**src/rtl/jcl_pkg.sv**
```systemverilog
package jcl_pkg;
  localparam int CMD_W = 8;
  localparam int IDX_W = CMD_W - 1;

  // Command word: direction in bit 0, index above it.
  typedef struct packed {
    logic [IDX_W-1:0] idx;
    logic             wr;
  } cmd_t;
endpackage

```
**src/rtl/jcl_reset_gen.sv**
```systemverilog
module jcl_reset_gen #(
  parameter int SYNC_STAGES = 2
) (
  input  logic tck,
  input  logic por_rst,
  input  logic jtag_comp,
  input  logic censor,
  output logic dbg_rst
);
  logic raw_rst;
  logic [SYNC_STAGES-1:0] chain_q;

  assign raw_rst = por_rst | ~jtag_comp | censor;

  // Set immediately, cleared one stage per TCK edge.
  always_ff @(posedge tck or posedge raw_rst) begin
    if (raw_rst) chain_q <= '1;
    else         chain_q <= {chain_q[SYNC_STAGES-2:0], 1'b0};
  end

  assign dbg_rst = chain_q[SYNC_STAGES-1];
endmodule

```
**src/rtl/jcl_scan_path.sv**
```systemverilog
module jcl_scan_path
  import jcl_pkg::*;
#(
  parameter int DATA_W = 32
) (
  input  logic              tck,
  input  logic              rst,
  input  logic              active,
  input  logic              capture_dr,
  input  logic              shift_dr,
  input  logic              update_dr,
  input  logic              tdi,
  input  logic [DATA_W-1:0] cap_val,
  output logic              tdo,
  output logic              data_phase,
  output cmd_t              cmd,
  output logic              wr_en,
  output logic [DATA_W-1:0] wr_data
);
  localparam int PAD_W = DATA_W - CMD_W;

  logic [DATA_W-1:0] sr_q;
  logic              phase_q;
  cmd_t              cmd_q;

  always_ff @(posedge tck) begin
    if (rst || !active) begin
      sr_q    <= '0;
      phase_q <= 1'b0;
      cmd_q   <= '0;
    end else begin
      if (capture_dr) begin
        sr_q <= phase_q ? cap_val : '0;
      end else if (shift_dr) begin
        if (phase_q) sr_q <= {tdi, sr_q[DATA_W-1:1]};
        else         sr_q <= {{PAD_W{1'b0}}, tdi, sr_q[CMD_W-1:1]};
      end
      if (update_dr) begin
        phase_q <= ~phase_q;
        if (!phase_q) cmd_q <= cmd_t'(sr_q[CMD_W-1:0]);
      end
    end
  end

  assign tdo        = sr_q[0];
  assign data_phase = phase_q;
  assign cmd        = cmd_q;
  assign wr_en      = active & update_dr & phase_q & cmd_q.wr;
  assign wr_data    = sr_q;
endmodule

```
**src/rtl/jcl_reg_bank.sv**
```systemverilog
module jcl_reg_bank #(
  parameter int          DATA_W       = 32,
  parameter int          IDX_W        = 7,
  parameter logic [31:0] ID_VALUE     = 32'h1A5E_0C31,
  parameter int          ID_IDX       = 0,
  parameter int          CTRL_IDX     = 1,
  parameter int          STAT_IDX     = 2,
  parameter int          SCR_BASE     = 3,
  parameter int          NUM_SCRATCH  = 4
) (
  input  logic              tck,
  input  logic              rst,
  input  logic [IDX_W-1:0]  rd_idx,
  input  logic              wr_en,
  input  logic [IDX_W-1:0]  wr_idx,
  input  logic [DATA_W-1:0] wr_data,
  input  logic [DATA_W-1:0] status_i,
  output logic [DATA_W-1:0] rd_data,
  output logic [DATA_W-1:0] ctrl_o
);
  logic [DATA_W-1:0] ctrl_q;
  logic [DATA_W-1:0] scr_q [NUM_SCRATCH];

  always_ff @(posedge tck) begin
    if (rst)                                        ctrl_q <= '0;
    else if (wr_en && wr_idx == IDX_W'(CTRL_IDX))   ctrl_q <= wr_data;
  end

  for (genvar g = 0; g < NUM_SCRATCH; g++) begin : g_scr
    always_ff @(posedge tck) begin
      if (rst)                                          scr_q[g] <= '0;
      else if (wr_en && wr_idx == IDX_W'(SCR_BASE + g)) scr_q[g] <= wr_data;
    end
  end

  always_comb begin
    rd_data = '0;
    if (rd_idx == IDX_W'(ID_IDX))   rd_data = DATA_W'(ID_VALUE);
    if (rd_idx == IDX_W'(CTRL_IDX)) rd_data = ctrl_q;
    if (rd_idx == IDX_W'(STAT_IDX)) rd_data = status_i;
    for (int i = 0; i < NUM_SCRATCH; i++)
      if (rd_idx == IDX_W'(SCR_BASE + i)) rd_data = scr_q[i];
  end

  assign ctrl_o = ctrl_q;
endmodule

```
**src/rtl/jtag_reg_client.sv**
```systemverilog
module jtag_reg_client
  import jcl_pkg::*;
#(
  parameter int          DATA_W      = 32,
  parameter logic [31:0] ID_VALUE    = 32'h1A5E_0C31,
  parameter int          NUM_SCRATCH = 4
) (
  input  logic              tck,
  input  logic              por_rst,
  input  logic              jtag_comp,
  input  logic              censor,
  input  logic              instr_sel,
  input  logic              capture_dr,
  input  logic              shift_dr,
  input  logic              update_dr,
  input  logic              tdi,
  input  logic [DATA_W-1:0] status_i,
  output logic              tdo,
  output logic              dbg_rst,
  output logic [DATA_W-1:0] ctrl_o
);
  logic              active;
  logic              data_phase;
  cmd_t              cmd;
  logic              wr_en;
  logic [DATA_W-1:0] wr_data;
  logic [DATA_W-1:0] rd_data;

  jcl_reset_gen #(.SYNC_STAGES(2)) u_rst (
    .tck(tck), .por_rst(por_rst), .jtag_comp(jtag_comp),
    .censor(censor), .dbg_rst(dbg_rst)
  );

  assign active = ~dbg_rst & instr_sel;

  jcl_scan_path #(.DATA_W(DATA_W)) u_scan (
    .tck(tck), .rst(dbg_rst), .active(active),
    .capture_dr(capture_dr), .shift_dr(shift_dr), .update_dr(update_dr),
    .tdi(tdi), .cap_val(rd_data), .tdo(tdo), .data_phase(data_phase),
    .cmd(cmd), .wr_en(wr_en), .wr_data(wr_data)
  );

  jcl_reg_bank #(
    .DATA_W(DATA_W), .IDX_W(IDX_W), .ID_VALUE(ID_VALUE),
    .NUM_SCRATCH(NUM_SCRATCH)
  ) u_bank (
    .tck(tck), .rst(dbg_rst), .rd_idx(cmd.idx), .wr_en(wr_en),
    .wr_idx(cmd.idx), .wr_data(wr_data), .status_i(status_i),
    .rd_data(rd_data), .ctrl_o(ctrl_o)
  );
endmodule

```
**config.mk**
```make
export PLATFORM = sky130hd
export DESIGN_NAME = jtag_reg_client
export DESIGN_NICKNAME = d
export VERILOG_FILES = /design/src/rtl/jcl_pkg.sv /design/src/rtl/jcl_reset_gen.sv /design/src/rtl/jcl_scan_path.sv /design/src/rtl/jcl_reg_bank.sv /design/src/rtl/jtag_reg_client.sv
export SDC_FILE = /design/constraint.sdc
export NUM_CORES = 1
export LEC_CHECK = 0
export ABC_CLOCK_PERIOD_IN_PS = 2750
export BUFFER_PORTS_ARGS = -buffer_cell sky130_fd_sc_hd__buf_2
export CORE_AREA = 2 2 133 135
export DETAILED_ROUTE_END_ITERATION = 16
export DIE_AREA = 0 0 135 137
export GPL_TIMING_DRIVEN = 0
export PLACE_DENSITY = 0.87
export SYNTH_ARGS = -nofsm -noshare
export SYNTH_HDL_FRONTEND = slang
export SYNTH_SLANG_ARGS = --single-unit
```
**constraint.sdc**
```tcl
create_clock -name tck -period 2.75 [get_ports tck]
set_clock_uncertainty 0.05 [all_clocks]
set_input_delay 0.275 -clock tck [delete_from_list [all_inputs] [get_ports tck]]
set_output_delay 0.275 -clock tck [all_outputs]
set_load 0.03 [all_outputs]
```
==> results of run 1 <==
[worst paths after layout]
check / endpoint / slack (ps) / cells past startpoint / startpoint
max in group asynchronous: u_rst.chain_q[1] / 1700 / 4 / jtag_comp
max reg2reg: u_bank.scr_q[3][1] / -4 / 5 / u_scan.cmd[5]
min reg2reg: u_rst.chain_q[1] / 310 / 0 / u_rst.chain_q[0]
max: u_bank.scr_q[3][1] / -4 / 5 / u_scan.cmd[5]
min: u_scan.data_phase / 50 / 3 / update_dr
min in group asynchronous: u_rst.chain_q[0] / 410 / 3 / censor
[placed cells by master, fill, tap and decap left out, drive strengths merged, types with 4 or more instances in the layout]
cell,instances
a211oi,12
nor3,30
nand2,57
clkbuf,83
a21oi,58
o31ai,5
or2,6
nand4,12
nand2b,9
nand3,35
mux2i,23
nor3b,14
and2,129
edfxtp,128
mux2,14
o22ai,22
a22oi,23
o21ai,40
nor2b,11
nor4,7
inv,11
a21o,16
buf,106
clkinv,5
a311oi,7
nor2,28
or4,13
o32ai,4
o2bb2ai,7
o22a,15
a22o,15
dfxtp,73
[final cells by class]
| type | instances | area (sq um) | area share |
|---|---|---|---|
| sequential | 203 | 5360 | 0.470 |
| multi-input combinational | 644 | 4240 | 0.373 |
| clock buffer | 28 | 552 | 0.0485 |
| buffer | 88 | 400 | 0.0352 |
| timing repair buffer | 75 | 385 | 0.0338 |
| tap | 225 | 282 | 0.0247 |
| clock inverter | 10 | 131 | 0.0115 |
| inverter | 9 | 33.8 | 0.00297 |
| antenna | 1 | 2.50 | 0.000220 |
[critical path, stage by stage (launching register included)]
cell and delay [ps]:
dfxtp_1 340, nor3_1 540, nand3_1 440, nor2_2 420
clkbuf_1 570, and2_1 240
[power breakdown]
group          total, mW  internal [mW]  switching (mW)
clock network       2.90           1.70            1.20
registers           3.33           3.30          0.0327
logic              0.299         0.0891           0.210
[per-layer routing]
metal	part of all wire	vias up	wire length [um]	track usage
li1	-	3705	-	-
met1	0.35	4087	11400	0.453
met2	0.44	753	14400	0.521
met3	0.15	152	4950	0.0993
met4	0.056	0	1830	0.188
met5	0	-	0	0
[stage by stage]
stage	hold WS (ps)	TNS, ps	instance area (sq um)	instances	setup slack [ps]
after floorplan	295	0	10000	943	681
after global placement	297	-1650	10700	1241	-52.9
after detailed placement	297	-4650	10700	1241	-147
after CTS	57.0	0	11400	1281	97.4
after global routing	70.5	0	11400	1282	31.7
final	52.6	-3.91	11400	1283	-3.91
[logic make-up (layout without fill, tap and decap cells)]
group,after synthesis,count (layout)
other,1,2
DFF,203,203
AOI/OAI and AO/OA,243,243
muxes,37,37
buffers and inverters,97,210
and+or+nand+nor,362,363
[repair_timing]
| action | in CTS | in global routing |
|---|---|---|
| setup endpoints to repair | 51 | 72 |
| pin swaps | 0 | 0 |
| hold buffers | 2 | 0 |
| gates resized for setup | 2 | 6 |
| gates cloned | 0 | 1 |
| hold endpoints to repair | 2 | 0 |
[flip-flops by register name (all words and copies together), names as in the netlist]
register and flops:
u_bank.ctrl_o 32, u_bank.scr_q 128, u_rst.chain_q 2, u_scan.cmd 8, u_scan.data_phase 1, u_scan.wr_data 32
==> results.json, run 1 <==
{
  "outcome": "finished, violations left",
  "violations": "setup timing",
  "cts_sinks": 203,
  "crit_type": "reg -> reg",
  "synth_nets": 984,
  "routed_wl_um": 32600,
  "detailroute.via_count": 8697,
  "yosysMostFrequentCell": "and2_1",
  "synth_compound_area_frac": 0.171,
  "clk_path_buf_depth": 3,
  "antenna_found_initial": 1,
  "cp.arrival_ps": 3070,
  "fin_total_pwr_mw": 6.53,
  "cts_tree": "yes",
  "gp_congestion": 0.985,
  "start_util": 0.587,
  "power.density_nw_per_um2": 574,
  "tightest_slew_ps": 822,
  "insertion_delay_ps": 520,
  "hold_path_class": "in -> reg",
  "postSynthCellCount": 943,
  "synthFlopType": "edfxtp_1",
  "die_h_um": 137,
  "period_minus_slack_ps": 2750,
  "wire_per_inst_um": 25.4,
  "path_max_fanout": 10,
  "maxSlewViolCount": 0,
  "synth_xor_area_frac": 0,
  "grt-ovfl-total": 0,
  "final_core_util": 0.668,
  "fillCellCount": 1344,
  "first_pass_iters": 7,
  "rsz0062_at_grt": "false",
  "cts_made_buffers": 21,
  "synth_top_cells_by_count": "and2_1 (129), edfxtp_1 (128), dfxtp_1 (73)",
  "synth.area.top_cells": "edfxtp_1 (38%), dfxtp_1 (15%), and2_1 (8.1%)",
  "synth-edff-count": 128,
  "yosys.area_share.adder": 0,
  "setup_violations": 1,
  "num_rows": 48,
  "viasPerCell": 6.78,
  "max_freq_ghz": 0.363,
  "area_growth_pct": 13.8,
  "grt_pass1_wl_um": 47400,
  "postRouteAntennaNets": 0,
  "synth_top_area_share": 0.384,
  "synth_top_family_by_area": "simple AND/OR/NAND/NOR gates",
  "core_sq_um": 17100,
  "startpoint_type": "flop",
  "cts_root_buffer": "clkbuf_16",
  "ys_types": 62,
  "dp_hpwl_um": 21200,
  "ys_ff_latch": 203,
  "io_pins": 75,
  "syn_area_per_cell_sq_um": 10.6,
  "htree_levels": 1,
  "hold_viol": 0,
  "cp-end-kind": "flop",
  "dieArea_sq_um": 18500,
  "leakagePower_nw": 4.04,
  "drc": 0,
  "synth_simple_gate_area_frac": 0.212,
  "slew_headroom": 0.452,
  "grtUsageTotal": 0.345,
  "timing.final.crit_share": 1.00,
  "drive_gt1_frac": 0.171,
  "clk_pin_slew_worst_paths_ps": 70,
  "cts_setup_buffers": 0,
  "drv_cap": 0,
  "ys_warn_count": 0,
  "worst_slack_ps": -3.91,
  "synthArstFlopShare": 0.00985,
  "die_w_um": 135,
  "io_buffers": 73,
  "cp.required_ps": 3060,
  "syn_area_sq_um": 10000,
  "drtIter0Drc": 1342,
  "ir_drop_uv": 577,
  "yosysSeqAreaShare": 0.535,
  "grt_max_degree": 33,
  "final_nets": 1083,
  "grt_pass1_vias": 8224,
  "yosysTopAreaCell": "edfxtp_1",
  "synth_mux_area_frac": 0.0388
}
(Power assumes the default switching activity.)
==> run 2, diff against run 1 <==
--- a/config.mk
+++ b/config.mk
@@ -7,11 +7,12 @@
 export LEC_CHECK = 0
 export ABC_CLOCK_PERIOD_IN_PS = 2750
 export BUFFER_PORTS_ARGS = -buffer_cell sky130_fd_sc_hd__buf_2
-export CORE_AREA = 2 2 133 135
+export CORE_AREA = 2 2 130 132
 export DETAILED_ROUTE_END_ITERATION = 16
-export DIE_AREA = 0 0 135 137
+export DIE_AREA = 0 0 132 134
 export GPL_TIMING_DRIVEN = 0
-export PLACE_DENSITY = 0.87
+export PLACE_DENSITY = 0.88
 export SYNTH_ARGS = -nofsm -noshare
 export SYNTH_HDL_FRONTEND = slang
+export SYNTH_HIERARCHICAL = 1
 export SYNTH_SLANG_ARGS = --single-unit
==> run 2 against run 1 <==
Compared with the run above: the flow now finishes without violations; non-clock buffer count grew 5; worst hold slack lost 20 ps; wire length shrank 8.8%; via count shrank 5.0%; critical path depth grew 2; die area shrank 4.4%; clock-buffer cell count shrank 1; flip-flop and latch count is the same; synthesized cell count shrank 3.7%; synthesized area shrank 3.8%; design area shrank 0.85%; clock power shrank 2%; largest cell class unchanged.
==> results.json, run 2 <==
{
  "outcome": "finished, final reports clean",
  "fin_total_pwr_mw": 6.41,
  "htree_levels": 1,
  "ys_ff_latch": 203,
  "layout_common_cells": "nand2_1 (140), and2_1 (128), edfxtp_1 (128)",
  "dp_hpwl_um": 18700,
  "yosysMostFrequentCell": "nand2_1",
  "insertion_delay_ps": 510,
  "synth-edff-count": 128,
  "leakagePower_nw": 4.16,
  "area_growth_pct": 17.3,
  "largest_reg_flops": 128,
  "cp-end-kind": "flop",
  "antenna_found_initial": 0,
  "period_minus_slack_ps": 2720,
  "drc": 0,
  "path_max_fanout": 10,
  "die_w_um": 132,
  "hold_path_class": "in -> reg",
  "crit_type": "reg -> reg",
  "hold_depth": 3,
  "timing.final.crit_share": 0.989,
  "grt_pass1_wl_um": 44500,
  "io_pins": 75,
  "layout_commonest_cell": "nand2_1",
  "wire_per_inst_um": 23.7,
  "yosysSeqAreaShare": 0.557,
  "top_register": "u_bank/scr_q",
  "slew_headroom": 0.454,
  "ys_types": 46,
  "ys_warn_count": 6,
  "synthFlopType": "edfxtp_1",
  "grt-ovfl-total": 0,
  "num_rows": 47,
  "drv_cap": 0,
  "clk_pin_slew_worst_paths_ps": 60,
  "hold_viol": 0,
  "detailroute.via_count": 8266,
  "cts_root_buffer": "clkbuf_16",
  "cp.arrival_ps": 3030,
  "yosysTopAreaCell": "edfxtp_1",
  "gp_congestion": 0.932,
  "die_h_um": 134,
  "diodes": 0,
  "postRouteAntennaNets": 0,
  "max_freq_ghz": 0.368,
  "syn_area_sq_um": 9630,
  "setup_violations": 0,
  "design_area_sq_um": 11300,
  "fin_tns_setup_ps": 0,
  "r2r.worst_path.cells": 7,
  "startpoint_type": "flop",
  "synth_top_area_share": 0.399,
  "synth.area.top_cells": "edfxtp_1 (40%), dfxtp_1 (15%), and2_1 (8.3%)",
  "synth_nets": 949,
  "cts_sinks": 203,
  "final_nets": 1060,
  "grtUsageTotal": 0.329,
  "drive_gt1_frac": 0.202,
  "synthArstFlopShare": 0.00985,
  "postSynthCellCount": 908,
  "maxSlewViolCount": 0,
  "clk_path_buf_depth": 3,
  "io_buffers": 74,
  "grt_max_degree": 26,
  "cts_made_buffers": 21,
  "start_util": 0.591,
  "power.density_nw_per_um2": 568,
  "dieArea_sq_um": 17700,
  "cp.required_ps": 3060,
  "cts_tree": "yes",
  "grt_pass1_vias": 7895,
  "final_core_util": 0.693,
  "viasPerCell": 6.60,
  "drtIter0Drc": 1421,
  "tightest_slew_ps": 819,
  "ir_drop_uv": 485,
  "core_sq_um": 16300,
  "placed_cell_area_sq_um": 10400,
  "synth_top_cells_by_count": "nand2_1 (140), and2_1 (128), edfxtp_1 (128)",
  "syn_area_per_cell_sq_um": 10.6,
  "routed_wl_um": 29700,
  "first_pass_iters": 6
}
run 2: cell types whose count changed in the layout (fill, tap and decap cells not counted), moves of 16 or more:
cell,previous run,this run
nor3_1,28,1
o21ai_0,40,14
a221oi_1,3,19
nand2_1,57,140
nand3_1,35,1
a211oi_1,12,33
a21o_1,16,0
clkbuf_1,61,31
a21oi_1,58,87
run 2: critical path, stage by stage, from the launching register on:
cell and delay [ps]:
dfxtp_2 400, buf_6 160, and4_1 220, or4b_4 500, or3_4 450, nor3_4 330, buf_2 290, and2_1 180
run 2: repair_timing:
item | CTS | global route
pin swaps | 3 | 3
setup endpoints to repair | 287 | 113
cloned | 1 | 0
gates resized for setup | 23 | 18
buffers inserted | 6 | 5
hold endpoints to repair | 2 | 0
hold buffers | 2 | 0
run 2: cell type report:
| class | count | area [sq um] |
|---|---|---|
| sequential | 203 | 5360 |
| fill | 1146 | 5000 |
| multi-input combinational | 623 | 3950 |
| timing repair buffer | 90 | 586 |
| clock buffer | 27 | 568 |
| buffer | 78 | 444 |
| tap | 220 | 275 |
| clock inverter | 10 | 106 |
| inverter | 2 | 7.51 |
run 2: metrics by stage:
step | cells | worst slack (ps) | hold slack [ps]
detailed placement | 1205 | -646 | 298
CTS | 1251 | 43.4 | 18.1
global route | 1253 | -9.37 | 52.9
finish | 1253 | 30.5 | 32.8
global placement | 1202 | -1220 | 296
floorplan | 908 | -283 | 262
run 2: cell families (layout without fill, tap and decap cells):
family,Yosys count,in the layout,synth area share
AOI/OAI and AO/OA,231,232,0.161
other,1,1,0.000390
muxes,38,38,0.0420
DFF,203,203,0.557
buffers and inverters,83,207,0.0437
and+or+nand+nor,352,352,0.197
run 2: routing by layer:
| metal | vias to the layer above | routed length, um | global-route usage |
|---|---|---|---|
| met3 | 153 | 3760 | 0.0726 |
| met1 | 3869 | 10800 | 0.423 |
| li1 | 3503 | - | - |
| met4 | 0 | 1720 | 0.187 |
| met5 | - | 0 | 0 |
| met2 | 741 | 13400 | 0.520 |
run 2: path summary, 6_finish.rpt:
check                             startpoint  slack [ps]                 end
min                                update_dr          30   u_scan/data_phase
min in group asynchronous             censor         420    u_rst/chain_q[0]
max reg2reg                u_scan/data_phase          30  u_bank/scr_q[1][6]
min reg2reg                 u_rst/chain_q[0]         310    u_rst/chain_q[1]
max in group asynchronous          jtag_comp        1690    u_rst/chain_q[1]
max                        u_scan/data_phase          30  u_bank/scr_q[1][6]
run 2: where the power goes:
part / switching (mW) / internal, mW / total [mW]
sequential: 0.0271 / 3.29 / 3.32
combinational: 0.164 / 0.0944 / 0.259
clock: 1.19 / 1.65 / 2.83
total: 1.38 / 5.04 / 6.41
